$ cat src/rtl/lcdt_pkg.sv
package lcdt_pkg;

   typedef enum logic [1:0] {
      PH_ACT  = 2'd0,
      PH_FP   = 2'd1,
      PH_SYNC = 2'd2,
      PH_BP   = 2'd3
   } lcdt_phase_e;

   localparam int unsigned REG_CTRL   = 0;
   localparam int unsigned REG_CLKDIV = 1;
   localparam int unsigned REG_HTIME  = 2;
   localparam int unsigned REG_VTIME  = 3;
   localparam int unsigned REG_SIZE   = 4;
   localparam int unsigned REG_STATUS = 5;

   localparam int unsigned CTL_VIDEO    = 0;
   localparam int unsigned CTL_HOLD     = 1;
   localparam int unsigned CTL_IRQ_EN   = 2;
   localparam int unsigned CTL_FRM_IRQ  = 3;
   localparam int unsigned CTL_INV_HS   = 4;
   localparam int unsigned CTL_INV_VS   = 5;
   localparam int unsigned CTL_INV_DE   = 6;
   localparam int unsigned CTL_INV_PCLK = 7;
   localparam int unsigned CTL_W        = 8;

   localparam int unsigned SIZE_H_LSB = 16;

endpackage

$ cat src/rtl/lcdt_axis.sv
module lcdt_axis #(
   parameter int CNT_W = 11,
   parameter int POS_W = CNT_W + 2
) (
   input  logic                     clk,
   input  logic                     rst_n,
   input  logic                     step,
   input  logic [CNT_W-1:0]         lim_act,
   input  logic [CNT_W-1:0]         lim_fp,
   input  logic [CNT_W-1:0]         lim_sync,
   input  logic [CNT_W-1:0]         lim_bp,
   output lcdt_pkg::lcdt_phase_e    phase,
   output logic                     wrap,
   output logic                     enter_sync,
   output logic [POS_W-1:0]         pos
);
   import lcdt_pkg::*;

   logic [CNT_W-1:0] cnt;
   logic [CNT_W-1:0] cur_lim;
   logic             at_end;

   always_comb begin
      case (phase)
         PH_ACT:  cur_lim = lim_act;
         PH_FP:   cur_lim = lim_fp;
         PH_SYNC: cur_lim = lim_sync;
         default: cur_lim = lim_bp;
      endcase
   end

   assign at_end     = (cnt == cur_lim);
   assign wrap       = step && at_end && (phase == PH_BP);
   assign enter_sync = step && at_end && (phase == PH_FP);

   always_ff @(posedge clk or negedge rst_n) begin
      if (!rst_n) begin
         phase <= PH_BP;
         cnt   <= '0;
         pos   <= '0;
      end else if (step) begin
         if (at_end) begin
            cnt   <= '0;
            phase <= lcdt_phase_e'(phase + 2'd1);
         end else begin
            cnt <= cnt + 1'b1;
         end
         pos <= wrap ? '0 : pos + 1'b1;
      end
   end

   AST_PHASE_ORDER: assert property (@(posedge clk) disable iff (!rst_n)
      (phase != $past(phase)) |-> (phase == lcdt_phase_e'($past(phase) + 2'd1)))
      else $error("phase skipped");

   AST_CNT_IN_RANGE: assert property (@(posedge clk) disable iff (!rst_n)
      cnt <= cur_lim)
      else $error("phase counter beyond limit");

endmodule

$ cat src/rtl/lcdt_clkdiv.sv
module lcdt_clkdiv #(
   parameter int DIV_W   = 8,
   parameter bit HAS_DIV = 1'b1
) (
   input  logic             clk,
   input  logic             rst_n,
   input  logic [DIV_W-1:0] div_m1,
   output logic             tick,
   output logic             clk_hi
);

   generate
      if (HAS_DIV) begin : g_div
         logic [DIV_W-1:0] dc;

         assign tick   = (dc == div_m1);
         assign clk_hi = (dc <= (div_m1 >> 1));

         always_ff @(posedge clk or negedge rst_n) begin
            if (!rst_n)    dc <= '0;
            else if (tick) dc <= '0;
            else           dc <= dc + 1'b1;
         end

         AST_DIV_BOUND: assert property (@(posedge clk) disable iff (!rst_n)
            dc <= div_m1)
            else $error("divider count beyond divisor");

         AST_BYPASS_TICK: assert property (@(posedge clk) disable iff (!rst_n)
            (div_m1 == '0) |-> (tick && clk_hi))
            else $error("bypass must tick every cycle");
      end else begin : g_nodiv
         logic unused_div;
         assign unused_div = ^{div_m1, clk, rst_n};
         assign tick   = 1'b1;
         assign clk_hi = 1'b1;
      end
   endgenerate

endmodule

$ cat src/rtl/lcdt_regs.sv
module lcdt_regs #(
   parameter int DATA_W  = 32,
   parameter int ADDR_W  = 3,
   parameter int PORCH_W = 8,
   parameter int SIZE_W  = 11,
   parameter int DIV_W   = 8
) (
   input  logic                clk,
   input  logic                rst_n,
   input  logic                wr_en,
   input  logic [ADDR_W-1:0]   wr_addr,
   input  logic [DATA_W-1:0]   wr_data,
   input  logic [ADDR_W-1:0]   rd_addr,
   output logic [DATA_W-1:0]   rd_data,
   input  logic                frame_bound,
   output logic [DIV_W-1:0]    div_lv,
   output logic [PORCH_W-1:0]  hsw_lv,
   output logic [PORCH_W-1:0]  hfp_lv,
   output logic [PORCH_W-1:0]  hbp_lv,
   output logic [PORCH_W-1:0]  vsw_lv,
   output logic [PORCH_W-1:0]  vfp_lv,
   output logic [PORCH_W-1:0]  vbp_lv,
   output logic [SIZE_W-1:0]   wid_lv,
   output logic [SIZE_W-1:0]   hgt_lv,
   output logic                video_lv,
   output logic                inv_hs,
   output logic                inv_vs,
   output logic                inv_de,
   output logic                inv_pclk,
   output logic                irq
);
   import lcdt_pkg::*;

   localparam int TIM_W = 3 * PORCH_W;

   logic [CTL_W-1:0]  ctrl_q;
   logic [DIV_W-1:0]  div_st;
   logic [TIM_W-1:0]  htim_st, vtim_st, htim_lv, vtim_lv;
   logic [SIZE_W-1:0] wid_st, hgt_st;
   logic              commit;
   logic              clr_req;
   logic              unused_bits;

   assign unused_bits = ^wr_data;

   function automatic logic hit(input logic [ADDR_W-1:0] a, input int unsigned r);
      return a == ADDR_W'(r);
   endfunction

   assign commit  = frame_bound && !ctrl_q[CTL_HOLD];
   assign clr_req = wr_en && hit(wr_addr, REG_STATUS) && wr_data[0];

   always_ff @(posedge clk or negedge rst_n) begin
      if (!rst_n) begin
         ctrl_q  <= '0;
         div_st  <= '0;
         htim_st <= '0;
         vtim_st <= '0;
         wid_st  <= '0;
         hgt_st  <= '0;
      end else if (wr_en) begin
         if (hit(wr_addr, REG_CTRL))   ctrl_q  <= wr_data[CTL_W-1:0];
         if (hit(wr_addr, REG_CLKDIV)) div_st  <= wr_data[DIV_W-1:0];
         if (hit(wr_addr, REG_HTIME))  htim_st <= wr_data[TIM_W-1:0];
         if (hit(wr_addr, REG_VTIME))  vtim_st <= wr_data[TIM_W-1:0];
         if (hit(wr_addr, REG_SIZE)) begin
            wid_st <= wr_data[SIZE_W-1:0];
            hgt_st <= wr_data[SIZE_H_LSB +: SIZE_W];
         end
      end
   end

   always_ff @(posedge clk or negedge rst_n) begin
      if (!rst_n) begin
         div_lv   <= '0;
         htim_lv  <= '0;
         vtim_lv  <= '0;
         wid_lv   <= '0;
         hgt_lv   <= '0;
         video_lv <= 1'b0;
      end else if (commit) begin
         div_lv   <= div_st;
         htim_lv  <= htim_st;
         vtim_lv  <= vtim_st;
         wid_lv   <= wid_st;
         hgt_lv   <= hgt_st;
         video_lv <= ctrl_q[CTL_VIDEO];
      end
   end

   always_ff @(posedge clk or negedge rst_n) begin
      if (!rst_n)
         irq <= 1'b0;
      else if (frame_bound && ctrl_q[CTL_IRQ_EN] && ctrl_q[CTL_FRM_IRQ])
         irq <= 1'b1;
      else if (clr_req)
         irq <= 1'b0;
   end

   always_comb begin
      rd_data = '0;
      if (hit(rd_addr, REG_CTRL))   rd_data[CTL_W-1:0] = ctrl_q;
      if (hit(rd_addr, REG_CLKDIV)) rd_data[DIV_W-1:0] = div_st;
      if (hit(rd_addr, REG_HTIME))  rd_data[TIM_W-1:0] = htim_st;
      if (hit(rd_addr, REG_VTIME))  rd_data[TIM_W-1:0] = vtim_st;
      if (hit(rd_addr, REG_SIZE)) begin
         rd_data[SIZE_W-1:0]             = wid_st;
         rd_data[SIZE_H_LSB +: SIZE_W]   = hgt_st;
      end
      if (hit(rd_addr, REG_STATUS)) rd_data[0] = irq;
   end

   assign hsw_lv   = htim_lv[0 +: PORCH_W];
   assign hfp_lv   = htim_lv[PORCH_W +: PORCH_W];
   assign hbp_lv   = htim_lv[2*PORCH_W +: PORCH_W];
   assign vsw_lv   = vtim_lv[0 +: PORCH_W];
   assign vfp_lv   = vtim_lv[PORCH_W +: PORCH_W];
   assign vbp_lv   = vtim_lv[2*PORCH_W +: PORCH_W];
   assign inv_hs   = ctrl_q[CTL_INV_HS];
   assign inv_vs   = ctrl_q[CTL_INV_VS];
   assign inv_de   = ctrl_q[CTL_INV_DE];
   assign inv_pclk = ctrl_q[CTL_INV_PCLK];

   AST_LIVE_AT_BOUND: assert property (@(posedge clk) disable iff (!rst_n)
      !frame_bound |=> $stable({div_lv, htim_lv, vtim_lv, wid_lv, hgt_lv, video_lv}))
      else $error("live set changed away from frame boundary");

   AST_HOLD_KEEPS: assert property (@(posedge clk) disable iff (!rst_n)
      (frame_bound && ctrl_q[CTL_HOLD]) |=> $stable({div_lv, htim_lv, vtim_lv, wid_lv, hgt_lv, video_lv}))
      else $error("hold bit did not block update");

   AST_IRQ_SETS: assert property (@(posedge clk) disable iff (!rst_n)
      (frame_bound && ctrl_q[CTL_IRQ_EN] && ctrl_q[CTL_FRM_IRQ]) |=> irq)
      else $error("frame interrupt missed");

   AST_IRQ_STICKY: assert property (@(posedge clk) disable iff (!rst_n)
      (irq && !clr_req) |=> irq)
      else $error("pending flag dropped without clear");

endmodule

$ cat src/rtl/lcd_timing_gen.sv
module lcd_timing_gen #(
   parameter int DATA_W  = 32,
   parameter int ADDR_W  = 3,
   parameter int PORCH_W = 8,
   parameter int SIZE_W  = 11,
   parameter int DIV_W   = 8,
   parameter bit HAS_DIV = 1'b1,
   localparam int POS_W  = SIZE_W + 2
) (
   input  logic              clk,
   input  logic              rst_n,
   input  logic              wr_en,
   input  logic [ADDR_W-1:0] wr_addr,
   input  logic [DATA_W-1:0] wr_data,
   input  logic [ADDR_W-1:0] rd_addr,
   output logic [DATA_W-1:0] rd_data,
   output logic              pix_en,
   output logic              lcd_pclk,
   output logic              lcd_hsync,
   output logic              lcd_vsync,
   output logic              lcd_de,
   output logic [POS_W-1:0]  h_pos,
   output logic [POS_W-1:0]  v_pos,
   output logic              irq
);
   import lcdt_pkg::*;

   if (3 * PORCH_W > DATA_W) begin : g_chk_tim
      $error("three timing fields must fit one data word");
   end
   if (SIZE_W > 16 || PORCH_W > SIZE_W || PORCH_W < 1) begin : g_chk_size
      $error("size field must fit 16 bits and cover the porch width");
   end
   if (DIV_W < 1 || DIV_W > DATA_W || ADDR_W < 3) begin : g_chk_div
      $error("divider or address width out of range");
   end

   logic [DIV_W-1:0]   div_lv;
   logic [PORCH_W-1:0] hsw_lv, hfp_lv, hbp_lv, vsw_lv, vfp_lv, vbp_lv;
   logic [SIZE_W-1:0]  wid_lv, hgt_lv;
   logic               video_lv;
   logic               inv_hs, inv_vs, inv_de, inv_pclk;
   logic               frame_bound;
   logic               pclk_hi;
   logic               h_wrap, h_enter_sync, v_wrap;
   lcdt_phase_e        h_phase, v_phase;
   logic               hs_act, vs_act, de_act;
   logic               unused_flags;

   lcdt_regs #(
      .DATA_W(DATA_W), .ADDR_W(ADDR_W), .PORCH_W(PORCH_W),
      .SIZE_W(SIZE_W), .DIV_W(DIV_W)
   ) u_regs (
      .clk(clk), .rst_n(rst_n), .wr_en(wr_en), .wr_addr(wr_addr),
      .wr_data(wr_data), .rd_addr(rd_addr), .rd_data(rd_data),
      .frame_bound(frame_bound), .div_lv(div_lv),
      .hsw_lv(hsw_lv), .hfp_lv(hfp_lv), .hbp_lv(hbp_lv),
      .vsw_lv(vsw_lv), .vfp_lv(vfp_lv), .vbp_lv(vbp_lv),
      .wid_lv(wid_lv), .hgt_lv(hgt_lv), .video_lv(video_lv),
      .inv_hs(inv_hs), .inv_vs(inv_vs), .inv_de(inv_de),
      .inv_pclk(inv_pclk), .irq(irq)
   );

   lcdt_clkdiv #(.DIV_W(DIV_W), .HAS_DIV(HAS_DIV)) u_div (
      .clk(clk), .rst_n(rst_n), .div_m1(div_lv),
      .tick(pix_en), .clk_hi(pclk_hi)
   );

   lcdt_axis #(.CNT_W(SIZE_W), .POS_W(POS_W)) u_haxis (
      .clk(clk), .rst_n(rst_n), .step(pix_en),
      .lim_act(wid_lv), .lim_fp(SIZE_W'(hfp_lv)),
      .lim_sync(SIZE_W'(hsw_lv)), .lim_bp(SIZE_W'(hbp_lv)),
      .phase(h_phase), .wrap(h_wrap), .enter_sync(h_enter_sync), .pos(h_pos)
   );

   lcdt_axis #(.CNT_W(SIZE_W), .POS_W(POS_W)) u_vaxis (
      .clk(clk), .rst_n(rst_n), .step(h_wrap),
      .lim_act(hgt_lv), .lim_fp(SIZE_W'(vfp_lv)),
      .lim_sync(SIZE_W'(vsw_lv)), .lim_bp(SIZE_W'(vbp_lv)),
      .phase(v_phase), .wrap(v_wrap), .enter_sync(frame_bound), .pos(v_pos)
   );

   assign unused_flags = ^{h_enter_sync, v_wrap};

   assign hs_act = (h_phase == PH_SYNC);
   assign vs_act = (v_phase == PH_SYNC);
   assign de_act = (h_phase == PH_ACT) && (v_phase == PH_ACT) && video_lv;

   assign lcd_hsync = hs_act  ^ inv_hs;
   assign lcd_vsync = vs_act  ^ inv_vs;
   assign lcd_de    = de_act  ^ inv_de;
   assign lcd_pclk  = pclk_hi ^ inv_pclk;

   AST_VS_LINE_START: assert property (@(posedge clk) disable iff (!rst_n)
      $rose(vs_act) |-> (h_pos == '0))
      else $error("vertical sync not aligned to line start");

   AST_DE_IN_WINDOW: assert property (@(posedge clk) disable iff (!rst_n)
      de_act |-> (h_pos <= POS_W'(wid_lv) && v_pos <= POS_W'(hgt_lv)))
      else $error("data enable outside active window");

   AST_NO_DE_IN_SYNC: assert property (@(posedge clk) disable iff (!rst_n)
      (hs_act || vs_act) |-> !de_act)
      else $error("data enable during sync");

endmodule

$ cat config.mk
export PLATFORM = sky130hd
export DESIGN_NAME = lcd_timing_gen
export DESIGN_NICKNAME = d
export VERILOG_FILES = /design/src/rtl/lcdt_pkg.sv /design/src/rtl/lcdt_axis.sv /design/src/rtl/lcdt_clkdiv.sv /design/src/rtl/lcdt_regs.sv /design/src/rtl/lcd_timing_gen.sv
export SDC_FILE = /design/constraint.sdc
export NUM_CORES = 1
export LEC_CHECK = 0
export BUFFER_PORTS_ARGS = -buffer_cell sky130_fd_sc_hd__buf_2
export CORE_ASPECT_RATIO = 1.4
export CORE_UTILIZATION = 55
export DETAILED_ROUTE_END_ITERATION = 8
export PLACE_DENSITY = 0.82
export SLEW_MARGIN = 10
export SYNTH_ARGS = -nofsm -noshare
export SYNTH_HDL_FRONTEND = slang
export SYNTH_SLANG_ARGS = --single-unit
$ cat constraint.sdc
create_clock -name clk -period 4.2 [get_ports clk]
set_clock_uncertainty 0.15 [all_clocks]
set_input_delay 0.84 -clock clk [delete_from_list [all_inputs] [get_ports clk]]
set_output_delay 0.84 -clock clk [all_outputs]
set_load 0.05 [all_outputs]
* Word level (Yosys, flattened, before mapping) *
Index checks and enable logic that the tools add are counted.

word-level totals
  input port bits = 41
  word-level logic and storage cells = 92
  output and inout bits = 64
  register bits = 226

cells by class
  $lt $le $gt $ge = 1
  reduce and logical (&&, ||, !) cells = 25
  muxes and demuxes = 16
  equal/unequal tests = 19
  bitwise logic cells = 4
  add/subtract/negate cells = 7

operators by type and width
  cell                     count
  $pmux W11 S3             2
  $mux W24                 2
  $mux W11                 4
  $add A13 B1 Y13 const B  2
  $mux W13                 2
  $mux W8                  3
  $add A11 B1 Y11 const B  2
  $eq A11 B11 Y1           2
  $reduce_and A2 Y1        7
  $eq A3 B2 Y1 const B     4
  $eq A3 B3 Y1 const B     4
  $logic_and A1 B1 Y1      12
  $add A8 B1 Y8 const B    1
  $eq A2 B2 Y1 const B     4
  $eq A8 B8 Y1             1
  $le A8 B7 Y1             1
  $eq A3 B1 Y1 const B     2
  $logic_not A3 Y1         2
  $add A2 B1 Y2 const B    2
  $eq A2 B1 Y1 const B     2
  $logic_not A2 Y1         2
  $xor A1 B1 Y1            4
  $mux W1                  3
  $reduce_bool A2 Y1       1
  $logic_not A1 Y1         1

* Depth between registers and ports, before layout *
  word-level depth = 10
  mapped depth = 12
  depth with buffers taken out = 9

* By module *
From an unflattened synthesis, not the netlist that was laid out.

second synthesis, totals
  cell total of the unflattened synthesis = 892
  area total of the unflattened synthesis = 11063.1 um^2

by module, submodules not included
  module               cells each  seq. area each (um^2)  instances  area an instance (um^2)
  lcdt_regs            453         4154.0                 1          6904.1
  lcdt_axis (u_vaxis)  185         653.1                  1          1762.9
  lcdt_axis (u_haxis)  180         653.1                  1          1721.7
  lcdt_clkdiv          65          200.2                  1          611.8
  lcd_timing_gen       9           0.0                    1          62.6

* Worst setup path after synthesis *
Ideal clock, no wire load.

  path kind = in2out
  from = input port rd_addr[0]
  to = output port rd_data[21]
  stages = 5
  arrival = 3242 ps
  setup slack = -32 ps
  required time = 3210 ps
  path buffers = 3
  path through = clkbuf_1 clkbuf_1 buf_2 mux2i_1 o21ai_0

on the way
  cells in the longest elaborated chain, start to end = 4
  elaborated cells between the ends (all ways) = 6
  those cells by class = eq/ne: 3; mux: 3

RTL lines
  what          line                  text
  from (decl)   lcd_timing_gen.sv:15  input logic [ADDR_W-1:0] rd_addr,
  $eq A3 B2 Y1  lcdt_regs.sv:47       return a == ADDR_W'(r);
  $mux W24      lcdt_regs.sv:104      if (hit(rd_addr, REG_HTIME)) rd_data[TIM_W-1:0] = htim_st;
  $mux W24      lcdt_regs.sv:105      if (hit(rd_addr, REG_VTIME)) rd_data[TIM_W-1:0] = vtim_st;
  $mux W11 (*)  lcdt_regs.sv:106      if (hit(rd_addr, REG_SIZE)) begin
  to (decl)     lcd_timing_gen.sv:16  output logic [DATA_W-1:0] rd_data,

Mark *: on every way between the ends. The rest lies on a longest branch, timed or not.

* Worst setup path after layout *
  from = register u_haxis.phase[0]
  to = register u_vaxis.cnt[0]

on the way
  cells in the longest elaborated chain, start to end = 5
  elaborated cells between the ends (all ways) = 8
  those cells by class = eq/ne: 4; mux: 1; reduce/logical: 3

RTL lines
  what                                  line             text
  from (decl)                           lcdt_axis.sv:12  output lcdt_pkg::lcdt_phase_e phase,
  from (signal assigned)                lcdt_axis.sv:44  phase <= lcdt_phase_e'(phase + 2'd1);
  $eq A2 B2 Y1 (tied with other cells)  lcdt_axis.sv:24  case (phase)
  $pmux W11 S3                          lcdt_axis.sv:24
  $eq A11 B11 Y1                        lcdt_axis.sv:32  assign at_end = (cnt == cur_lim);
  $logic_and A1 B1 Y1                   lcdt_axis.sv:33  assign wrap = step && at_end && (phase == PH_BP);
  $logic_and A1 B1 Y1 (*)               lcdt_axis.sv:33
  to (signal assigned)                  lcdt_axis.sv:46  cnt <= cnt + 1'b1;
  to (decl)                             lcdt_axis.sv:19  logic [CNT_W-1:0] cnt;

Marked as above.
A chain may end at the register's enable or synchronous reset.

==> impl_metrics.toml <==
[grt]
use_met2 = 0.447
total_track_usage = 0.255
top_usage_layer = "met2"
met1_global_route_usage = 0.314
grt_start_max_net_pins = 117
initial_antenna_violation_count = 0
wire_length_of_the_first_global_routing_pass_um = 40700
aggregate_global_routing_overflow = 0
use_met3 = 0.0282
grt_pass1_vias = 7594

[die]
die_width_um = 122
floorplan.io_pins = 105
starting_density_of_the_core = 0.566
design.die.area_um2 = 20600
rows = 60
fp.coreArea_um2 = 19400
dieHeight_um = 169

[timing]
tcrit_tclk_final = 0.919
rsz0062_at_grt = "no"
final_setup_vio_count = 0
max_clock_freq_mhz = 259
post-route-min-period_ns = 3.86
finalMaxSlewViolations = 0
slew_headroom = 0.426
finalHoldViolCount = 0
totalNegativeSetupSlack_ns = 0
transition_time_at_the_pin_with_the_least_slew_margin_ns = 0.862

[cts]
cts_tree = "yes"
hold_buffers = 0
cts_inserted_buffers = 22
clk-insertion-delay-late_ns = 0.51
cts_root_buf = "sky130_fd_sc_hd__clkbuf_16"
cts_setup_buffers = 0
post_cts_resized = 0
cts_buffer_depth = 3
cts_sinks = 226
cts_htree_levels = 1
cts.clk_slew.worst_paths_ns = 0.06

[final_layout]
n_antenna_cell = 0
filler_cell_count = 1436
layout.area.seq_um2 = 5660
drive_above_1_share = 0.334
post-route-util = 0.642
layout_stage_area_growth_over_the_synthesis_result_pct = 13.5
multiInputGateArea_um2 = 5020
nets = 1063

[power_and_ir_drop]
power.leakage_uw = 0.00590
power_per_cell_area_nw_per_um2 = 496
report.power.total_uw = 6200
ir_drop_uv = 412

[job]
max_cap_viol_count = 0

[outcome]
status = "finished, final reports clean"

[placed_design]
detailed_place_hpwl_um = 17300
port_buffers = 94
place_congestion = 0.837

[worst_setup_path]
crit_path_max_incr_delay_ns = 0.80
critical-path-slowest-cell = "sky130_fd_sc_hd__or4_1"
timing.setup.critical_path_class = "reg -> reg"
crit_path_max_fanout = 16
start_kind = "flop"
timing.critical_path.arrival_ns = 4.16
rr_worst_depth = 9
endpoint_required_time_on_the_critical_path_ns = 4.50
timing.critical_path.to_type = "flop"
timing.critical_path.cells = "inv_1, ha_1, a222oi_1, mux2i_1, xnor2_1, nand4_2, or4_1, nor2_2, mux2_2"

[synth]
synth.lib_cells_used.distinct = 55
asyncSetResetFlopFracSynth = 1.00
postSynthAreaPerCell_um2 = 12.1
yosysWarnings = 0
synth_seq_cells = 226
netlist_instances = 908
synth.yosys.seq_area_share = 0.514
mappedNetlistArea_um2 = 11000
synthFlopType = "sky130_fd_sc_hd__dfrtp_1"
synth_enable_flop_cells = 0

[route]
remaining_routing_drc_violations = 0
detail_route.wl_per_cell_um = 20.1
detail-route-antenna-nets = 0
first_iter_violations = 602
totalWireLength_um = 25300
drt-vias-per-instance = 5.99
length_of_the_first_detailed_routing_pass_in_iterations = 6
total_via_count_in_the_routed_design = 7566

[worst_hold_path]
worst_hold_path_type = "in -> async"
==> where the power goes <==
group          switching [µW]  internal (µW)
combinational             827            604
clock                     811           1110
sequential                336           2510
total                    1970           4220
==> path summary, 6_finish.rpt <==
path,slack [ns],endpoint,startpoint
max in group asynchronous,2.65,u_haxis.phase[0],rst_n
min in group clk,0.36,u_regs.htim_lv[17],u_regs.htim_lv[17]
hold / removal,0.24,u_regs.vtim_st[22],rst_n
setup / recovery,0.34,u_vaxis.cnt[0],u_haxis.phase[0]
hold reg to reg,0.36,u_regs.htim_lv[17],u_regs.htim_lv[17]
setup reg to reg,0.34,u_vaxis.cnt[0],u_haxis.phase[0]
==> layout make-up <==
class                   count  area share
flip-flops and latches    226       0.453
repair buffers            113      0.0509
well taps                 248      0.0248
multi-input cells         596       0.402
clock buffers              34      0.0542
clock inverters             5     0.00220
inverters                  41      0.0123
==> cells in the final DEF (no fill, tap or decap), types with 4 or more instances in the layout <==
cell / instances
sky130_fd_sc_hd__inv_1: 41
sky130_fd_sc_hd__dfstp_2: 4
sky130_fd_sc_hd__and3_1: 23
sky130_fd_sc_hd__nand4_1: 8
sky130_fd_sc_hd__nand2_1: 45
sky130_fd_sc_hd__clkbuf_1: 5
sky130_fd_sc_hd__a222oi_1: 16
sky130_fd_sc_hd__o21ai_0: 33
sky130_fd_sc_hd__nor3_1: 14
sky130_fd_sc_hd__mux4_2: 8
sky130_fd_sc_hd__a22o_1: 10
sky130_fd_sc_hd__o21ai_1: 5
sky130_fd_sc_hd__conb_1: 5
sky130_fd_sc_hd__clkinv_2: 4
sky130_fd_sc_hd__xor2_1: 20
sky130_fd_sc_hd__and2_1: 8
sky130_fd_sc_hd__dfrtp_1: 222
sky130_fd_sc_hd__and4_1: 6
sky130_fd_sc_hd__xnor2_1: 35
sky130_fd_sc_hd__buf_2: 93
sky130_fd_sc_hd__buf_4: 18
sky130_fd_sc_hd__mux2_4: 10
sky130_fd_sc_hd__a21oi_1: 15
sky130_fd_sc_hd__clkbuf_8: 6
sky130_fd_sc_hd__mux2i_1: 35
sky130_fd_sc_hd__nand3_1: 25
sky130_fd_sc_hd__clkbuf_16: 23
sky130_fd_sc_hd__mux2_2: 158
sky130_fd_sc_hd__nor2b_1: 10
sky130_fd_sc_hd__ha_1: 22
sky130_fd_sc_hd__nor2_1: 43
==> sequential cells by signal, summed over array words and instances, names as in the netlist, 11 cells and up <==
| name | cells |
|---|---|
| u_haxis.cnt | 11 |
| u_regs.htim_st | 24 |
| u_regs.htim_lv | 24 |
| u_haxis.pos | 13 |
| u_regs.hgt_st | 11 |
| u_regs.wid_st | 11 |
| u_vaxis.cnt | 11 |
| u_vaxis.pos | 13 |
| u_regs.vtim_st | 24 |
| u_regs.vtim_lv | 24 |
| u_regs.wid_lv | 11 |
| u_regs.hgt_lv | 11 |
==> worst max-delay path: cells and delay by family, from the launching register on <==
family	cells	cell delay (ns)
and+or+nand+nor	3	1.41
AOI/OAI and AO/OA	1	0.61
DFF	1	0.57
muxes	2	0.39
adders and majority gates	1	0.38
xor gates and xnor gates	1	0.20
buffers and inverters	1	0.09
==> synthesized netlist by cell type, types with 16 or more instances <==
master,n,area [µm²]
sky130_fd_sc_hd__dfrtp_1,222,5560
sky130_fd_sc_hd__clkbuf_1,26,97.6
sky130_fd_sc_hd__xnor2_1,35,307
sky130_fd_sc_hd__ha_1,22,275
sky130_fd_sc_hd__nand3_1,25,125
sky130_fd_sc_hd__nor2_1,44,165
sky130_fd_sc_hd__o21ai_0,38,190
sky130_fd_sc_hd__mux2_2,158,1780
sky130_fd_sc_hd__mux2i_1,35,350
sky130_fd_sc_hd__nand2_1,45,169
sky130_fd_sc_hd__a222oi_1,16,160
sky130_fd_sc_hd__and3_1,23,144
sky130_fd_sc_hd__xor2_1,20,175
sky130_fd_sc_hd__inv_1,41,154
==> per-layer routing <==
layer  wire, µm  share of wire  vias up
met5          0              0        -
met4        990          0.039        0
met3       1110          0.044       59
met2      13100           0.52      232
met1      10200           0.40     3859
li1           -              -     3416
==> kinds of logic after synthesis <==
kind of cell / count (synthesis) / synth area share
flip-flops: 226 / 0.514
multiplexers: 211 / 0.223
AND/OR/NAND/NOR: 209 / 0.101
AO/OA/AOI/OAI: 94 / 0.0565
buffers and inverters: 90 / 0.0355
XOR/XNOR: 55 / 0.0438
adder cells (fa/ha/maj): 22 / 0.0250
other: 1 / 0.000341
==> stage by stage <==
step / worst slack (ns) / std cells / hold slack [ns] / cell area [µm²]
6_report: 0.339 / 1263 / 0.238 / 12500
5_1_grt: 0.221 / 1263 / 0.329 / 12500
4_1_cts: 0.375 / 1263 / 0.285 / 12500
3_5_place_dp: 0.380 / 1224 / 0.343 / 11800
3_3_place_gp: 0.487 / 1224 / 0.337 / 11800
2_1_floorplan: 0.0929 / 912 / 0.328 / 11000
Power figures use the tool's default switching activity.
